**config.mk**
```make
export PLATFORM = sky130hd
export DESIGN_NAME = xfer_track
export DESIGN_NICKNAME = d
export VERILOG_FILES = /design/src/rtl/xfer_pkg.sv /design/src/rtl/xfer_downcnt.sv /design/src/rtl/xfer_upcnt.sv /design/src/rtl/xfer_status.sv /design/src/rtl/xfer_rdmux.sv /design/src/rtl/xfer_track.sv
export SDC_FILE = /design/constraint.sdc
export NUM_CORES = 1
export LEC_CHECK = 0
export CORE_MARGIN = 2
export CORE_UTILIZATION = 43
export DETAILED_ROUTE_END_ITERATION = 7
export DONT_BUFFER_PORTS = 1
export GPL_TIMING_DRIVEN = 0
export SLEW_MARGIN = 20
export SYNTH_ARGS = -nofsm -noshare
export SYNTH_HDL_FRONTEND = slang
export SYNTH_SLANG_ARGS = --single-unit
```
**constraint.sdc**
```tcl
create_clock -name clk -period 2 [get_ports clk]
set_input_delay 0.1 -clock clk [delete_from_list [all_inputs] [get_ports clk]]
set_output_delay 0.1 -clock clk [all_outputs]
set_load 0.02 [all_outputs]
```
**src/rtl/xfer_pkg.sv**
```systemverilog
package xfer_pkg;
   // status bit positions, shared by the status and enable bytes
   localparam int ST_DMA  = 0;
   localparam int ST_PIO  = 1;
   localparam int ST_DONE = 2;
   localparam int ST_WRAP = 3;
   localparam int ST_N    = 4;
   localparam int BYTE_W  = 8;
endpackage

```
**src/rtl/xfer_downcnt.sv**
```systemverilog
module xfer_downcnt #(
   parameter int W = 24,
   localparam int NB = W / 8
) (
   input  logic          clk,
   input  logic          rst_n,
   input  logic          zero_i,
   input  logic [NB-1:0] lane_we_i,
   input  logic [7:0]    wdata_i,
   input  logic          step_i,
   output logic [W-1:0]  q_o,
   output logic          reach_zero_o,
   output logic          wrap_o
);
   logic [W-1:0] q, loaded;
   logic         any_we, step_ok;

   assign any_we  = |lane_we_i;
   assign step_ok = step_i && !zero_i && !any_we;

   for (genvar i = 0; i < NB; i++) begin : g_lane
      assign loaded[8*i +: 8] = lane_we_i[i] ? wdata_i : q[8*i +: 8];
   end

   always_ff @(posedge clk or negedge rst_n) begin
      if (!rst_n)        q <= '0;
      else if (zero_i)   q <= '0;
      else if (any_we)   q <= loaded;
      else if (step_ok)  q <= q - W'(1);
   end

   assign reach_zero_o = step_ok && (q == W'(1));
   assign wrap_o       = step_ok && (q == '0);
   assign q_o          = q;
endmodule

```
**src/rtl/xfer_upcnt.sv**
```systemverilog
module xfer_upcnt #(
   parameter int W = 32,
   localparam int NB = W / 8
) (
   input  logic          clk,
   input  logic          rst_n,
   input  logic [NB-1:0] lane_we_i,
   input  logic [7:0]    wdata_i,
   input  logic          step_i,
   output logic [W-1:0]  q_o
);
   logic [W-1:0] q, loaded;

   for (genvar i = 0; i < NB; i++) begin : g_lane
      assign loaded[8*i +: 8] = lane_we_i[i] ? wdata_i : q[8*i +: 8];
   end

   always_ff @(posedge clk or negedge rst_n) begin
      if (!rst_n)              q <= '0;
      else if (|lane_we_i)     q <= loaded;
      else if (step_i)         q <= q + W'(1);
   end

   assign q_o = q;
endmodule

```
**src/rtl/xfer_status.sv**
```systemverilog
module xfer_status #(
   parameter int N = 4
) (
   input  logic         clk,
   input  logic         rst_n,
   input  logic [N-1:0] set_i,
   input  logic [N-1:0] clr_i,
   input  logic         en_we_i,
   input  logic [N-1:0] en_d_i,
   output logic [N-1:0] st_o,
   output logic [N-1:0] en_o,
   output logic         irq_o
);
   logic [N-1:0] st, en;

   for (genvar b = 0; b < N; b++) begin : g_flag
      always_ff @(posedge clk or negedge rst_n) begin
         if (!rst_n)        st[b] <= 1'b0;
         else if (set_i[b]) st[b] <= 1'b1;
         else if (clr_i[b]) st[b] <= 1'b0;
      end
   end

   always_ff @(posedge clk or negedge rst_n) begin
      if (!rst_n)       en <= '0;
      else if (en_we_i) en <= en_d_i;
   end

   assign irq_o = |(st & en);
   assign st_o  = st;
   assign en_o  = en;
endmodule

```
**src/rtl/xfer_rdmux.sv**
```systemverilog
module xfer_rdmux #(
   parameter int RA_W = 4,
   parameter int CNT_W = 24,
   parameter int ADR_W = 32,
   parameter int ADR_BASE = 8,
   parameter int N = 4,
   localparam int CNT_BYTES = CNT_W / 8,
   localparam int ADR_BYTES = ADR_W / 8,
   localparam int OFS_STAT = CNT_BYTES,
   localparam int OFS_EN = CNT_BYTES + 1
) (
   input  logic [RA_W-1:0]  addr_i,
   input  logic [CNT_W-1:0] cnt_i,
   input  logic [ADR_W-1:0] adr_i,
   input  logic [N-1:0]     st_i,
   input  logic [N-1:0]     en_i,
   output logic [7:0]       rdata_o
);
   always_comb begin
      rdata_o = '0;
      for (int i = 0; i < CNT_BYTES; i++)
         if (addr_i == RA_W'(i)) rdata_o = cnt_i[8*i +: 8];
      for (int j = 0; j < ADR_BYTES; j++)
         if (addr_i == RA_W'(ADR_BASE + j)) rdata_o = adr_i[8*j +: 8];
      if (addr_i == RA_W'(OFS_STAT)) rdata_o = 8'(st_i);
      if (addr_i == RA_W'(OFS_EN))   rdata_o = 8'(en_i);
   end
endmodule

```
**src/rtl/xfer_track.sv**
```systemverilog
module xfer_track
   import xfer_pkg::*;
#(
   parameter int RA_W = 4,
   parameter int CNT_W = 24,
   parameter int ADR_W = 32,
   parameter int ADR_BASE = 8,
   localparam int CNT_BYTES = CNT_W / 8,
   localparam int ADR_BYTES = ADR_W / 8,
   localparam int OFS_STAT = CNT_BYTES,
   localparam int OFS_EN = CNT_BYTES + 1
) (
   input  logic            clk,
   input  logic            rst_n,
   input  logic [RA_W-1:0] reg_addr,
   input  logic            reg_we,
   input  logic [7:0]      reg_wdata,
   output logic [7:0]      reg_rdata,
   input  logic            byte_done,
   input  logic            clr_cnt,
   input  logic            pio_rdy,
   input  logic            dma_done,
   output logic            irq
);
   if ((CNT_W % BYTE_W) != 0 || (ADR_W % BYTE_W) != 0) begin : g_bad_width
      $error("xfer_track: counter widths must be whole bytes");
   end
   if (ADR_BASE < OFS_EN + 1 || ADR_BASE + ADR_BYTES > (1 << RA_W)) begin : g_bad_map
      $error("xfer_track: register map does not fit the offset space");
   end

   logic [CNT_BYTES-1:0] cnt_lane;
   logic [ADR_BYTES-1:0] adr_lane;
   logic [CNT_W-1:0]     cnt_q;
   logic [ADR_W-1:0]     adr_q;
   logic [ST_N-1:0]      st_q, en_q, st_set, st_clr;
   logic                 hit_zero, hit_wrap, stat_we, en_we;

   for (genvar i = 0; i < CNT_BYTES; i++) begin : g_cnt_dec
      assign cnt_lane[i] = reg_we && (reg_addr == RA_W'(i));
   end
   for (genvar j = 0; j < ADR_BYTES; j++) begin : g_adr_dec
      assign adr_lane[j] = reg_we && (reg_addr == RA_W'(ADR_BASE + j));
   end

   assign stat_we = reg_we && (reg_addr == RA_W'(OFS_STAT));
   assign en_we   = reg_we && (reg_addr == RA_W'(OFS_EN));

   xfer_downcnt #(.W(CNT_W)) u_cnt (
      .clk(clk), .rst_n(rst_n), .zero_i(clr_cnt), .lane_we_i(cnt_lane),
      .wdata_i(reg_wdata), .step_i(byte_done), .q_o(cnt_q),
      .reach_zero_o(hit_zero), .wrap_o(hit_wrap)
   );

   xfer_upcnt #(.W(ADR_W)) u_adr (
      .clk(clk), .rst_n(rst_n), .lane_we_i(adr_lane), .wdata_i(reg_wdata),
      .step_i(byte_done), .q_o(adr_q)
   );

   always_comb begin
      st_set          = '0;
      st_set[ST_DMA]  = dma_done;
      st_set[ST_PIO]  = pio_rdy;
      st_set[ST_DONE] = hit_zero;
      st_set[ST_WRAP] = hit_wrap;
      st_clr          = stat_we ? reg_wdata[ST_N-1:0] : '0;
   end

   xfer_status #(.N(ST_N)) u_st (
      .clk(clk), .rst_n(rst_n), .set_i(st_set), .clr_i(st_clr),
      .en_we_i(en_we), .en_d_i(reg_wdata[ST_N-1:0]), .st_o(st_q),
      .en_o(en_q), .irq_o(irq)
   );

   xfer_rdmux #(
      .RA_W(RA_W), .CNT_W(CNT_W), .ADR_W(ADR_W), .ADR_BASE(ADR_BASE), .N(ST_N)
   ) u_rd (
      .addr_i(reg_addr), .cnt_i(cnt_q), .adr_i(adr_q), .st_i(st_q),
      .en_i(en_q), .rdata_o(reg_rdata)
   );
endmodule

```
==> qor.txt <==
Global-route wire length before repair = 29,530 um
Vias/cell = 6.664
Setup Viol. Count Final = 0
Cells after Synth = 601
Wirelength per Cell = 23.77 um
Yosys reg bits = 64
Global Route Usage Sum = 0.3064
I/O pin count = 28
VDD IR max = 0.5807 mV
Leading cell types in the layout, fill and taps excluded = 62 x nand2_1, 54 x nor2_1, 54 x a21oi_1
Via count = 5,238
Pin count of the biggest net entering global routing = 65
CTS Sinks = 64
Die area = 0.01227 sq mm
Crit start category = flip-flop
Pre-antenna DRT Iters = 6
Layout area overhead = 19.40%
Outcome = complete, but fails checks
CTS clk-pin slew, worst paths = 50 ps
Placed Cells = 741
Area contributors post-synth = dfrtp_1 33%, a21oi_1 5.6%, nand2_1 4.7%, o21ai_0 4.5%, nor2_1 4.2%
Hold Vio Cnt, Final = 1
Tcrit/Tclk final = 0.9909
Sequential cell area = 0.001618 sq mm
Arrival time at the worst endpoint = 2250 ps
RSZ-0062 raised after global routing = yes
Root Driver = clkbuf_16
Top cell type's share of synthesized area = 0.3267
Async set or reset register ratio after synthesis = 1.000
Vias in the first global route = 5,209
Share of cells above drive strength 1 = 0.2028
# H-tree levels = 3
Mapped Avg Cell Area = 8.157 sq um
GRT overflow = 0
Max clock buf depth = 2
CP Capture Type = flip-flop
Peak Freq = 0.5046 GHz
Main flop type after synthesis = dfrtp_1
Final worst path period need = 1982 ps
WS Path Type = flip-flop to flip-flop
Final estimated routing congestion in global placement = 0.9689
Finished Cell Area = 0.005853 sq mm
Antenna Nets Post-Route = 0
Synth warn = 0
Area leader, netlist = dfrtp_1
First DRT Iteration DRCs = 415
Max Cap Viol = 0
Critical Path Max Stage Delay = 470 ps
Dpl ws = -419.6 ps
Post-synth EDFFs = 0
Crit path max-delay cell type = dfrtp_2
Relative slew slack = 0.5149
N_diodes = 0
Routed wire length = 18,680 um
Final Hold Slack = -2.553 ps
Synthesized area = 0.004902 sq mm
Core area = 0.01098 sq mm
Initial antenna violation count = 0
Setup TNS = 0 ps
Max-slew violations = 0
Failing checks = negative hold slack
Initial Utilization = 0.4463
CP Cell Sequence = nor4_4, nand4_1, buf_4, or4_1, a21o_1, a21oi_1
Worst slew pin tran = 727.7 ps
Core Rows = 38
Worst hold path type = primary input to flip-flop
# nets final = 664
Syn Nets = 624
Die extent in x = 110.8 um
Clock Latency Late Sink = 350 ps
Pwr Density = 931.6 mW/mm^2
TritonCTS buffer count = 9
Final Non-Filler Cells = 786
Placement Cell Area = 0.005077 sq mm
Seq/Total Area, Yosys = 0.3267
Post-DP HPWL = 12,710 um
Fillcell total = 1,044
Die Y-Extent = 110.8 um
Setup Skew = 4.567 ps
Port bufs = 0
Multi-input gate area = 0.003247 sq mm
Final setup margin = 18.22 ps
Residual DRC = 0
Leakage power = 2.252 nW
CTS tree = done
Count of cell types in the netlist = 78
CP required = 2270 ps
Commonest non-fill, non-tap cell in the layout = nand2_1
Critical path fanouts, max = 6
-- through the flow --
step	power (mW)	util
after detailed placement	3.533	0.4623
after CTS	5.317	0.5213
after global placement	3.511	0.4623
after floorplan	3.085	-
final	5.453	0.5329
after global routing	5.745	0.5329
-- metal layers --
| metal | share of wire | wire (um) | GRT usage | vias to the layer above |
|---|---|---|---|---|
| li1 | - | - | - | 2400 |
| met1 | 0.40 | 7491 | 0.3785 | 2485 |
| met2 | 0.46 | 8599 | 0.4875 | 292 |
| met3 | 0.087 | 1624 | 0.06725 | 61 |
| met4 | 0.052 | 966 | 0.1875 | 0 |
| met5 | 0 | 0 | 0 | - |
-- flip-flops by register name, indices dropped and copies added (netlist names) --
register   cells
u_st.st_o      4
u_cnt.q_o     24
u_st.en_o      4
u_adr.q_o     32
-- critical path, delay by kind of cell (launching register included) --
family	cells	cell delay, ps
and+or+nand+nor	3	930
buffers and inverters	1	190
AOI/OAI and AO/OA	2	310
DFF	1	470
-- repair_timing --
action / CTS / global route
hold buffers: 15 / 0
cloned: 0 / 0
pin swaps: 4 / 9
setup buffers: 11 / 4
setup endpoints to repair: 30 / 26
resized for setup: 24 / 33
endpoints found under the hold margin: 86 / 0
-- where the power goes --
group	switching [mW]	internal, mW
Combinational	1.07	0.813
Clock	0.600	0.959
Sequential	0.426	1.58
Total	2.10	3.35
-- logic make-up (layout without fill, tap and decap cells) --
group,count (synthesis),after routing,synth area share
AOI/OAI and AO/OA,215,215,0.2915
and+or+nand+nor,250,250,0.2808
buffers and inverters,49,94,0.05003
DFF,64,64,0.3267
muxes,19,19,0.04084
adders and majority gates,4,4,0.01021
-- final cells by class --
type | instances | area share
multi-input combinational | 488 | 0.5547
sequential | 64 | 0.2764
timing repair buffer | 30 | 0.04788
clock buffer | 12 | 0.04040
buffer | 40 | 0.03784
tap | 140 | 0.02993
clock inverter | 4 | 0.007696
inverter | 8 | 0.005130
-- worst paths after layout --
kind / startpoint / end / slack, ps / cells past startpoint
worst max-delay path: u_cnt.q_o[3] / u_cnt.q_o[16] / 20 / 6
worst min-delay path: reg_wdata[5] / u_adr.q_o[21] / -3 / 2
worst max register to register: u_cnt.q_o[3] / u_cnt.q_o[16] / 20 / 6
worst min register to register: u_st.en_o[2] / u_st.en_o[2] / 540 / 1
max in group asynchronous: rst_n / u_cnt.q_o[4] / 1390 / 2
min in group asynchronous: rst_n / u_adr.q_o[7] / 290 / 2
-- synth_stat cells (3+ instances only) --
cell type,count
a2bb2oi_1,4
nand2_1,62
nor2_1,55
inv_1,8
buf_4,3
mux2_2,8
a221oi_1,3
and3_1,9
o32ai_1,3
and4_1,6
nand3_1,25
a211oi_1,11
o22a_1,5
or4_1,6
buf_6,3
o21a_1,3
buf_1,3
nor4_1,13
mux2i_1,11
a21o_1,6
nand4_1,11
or3_1,5
a32o_1,4
nor2b_1,4
a22oi_1,8
buf_2,22
clkbuf_1,10
o221ai_1,4
nor4_4,3
a22o_1,3
o21ai_0,44
nor3_1,19
a31oi_1,14
a311oi_1,6
ha_1,4
nand2b_1,4
o31ai_1,6
dfrtp_1,64
a21oi_1,55
and2_1,4
o22ai_1,8
No activity file was read; power rests on OpenSTA's default activity.
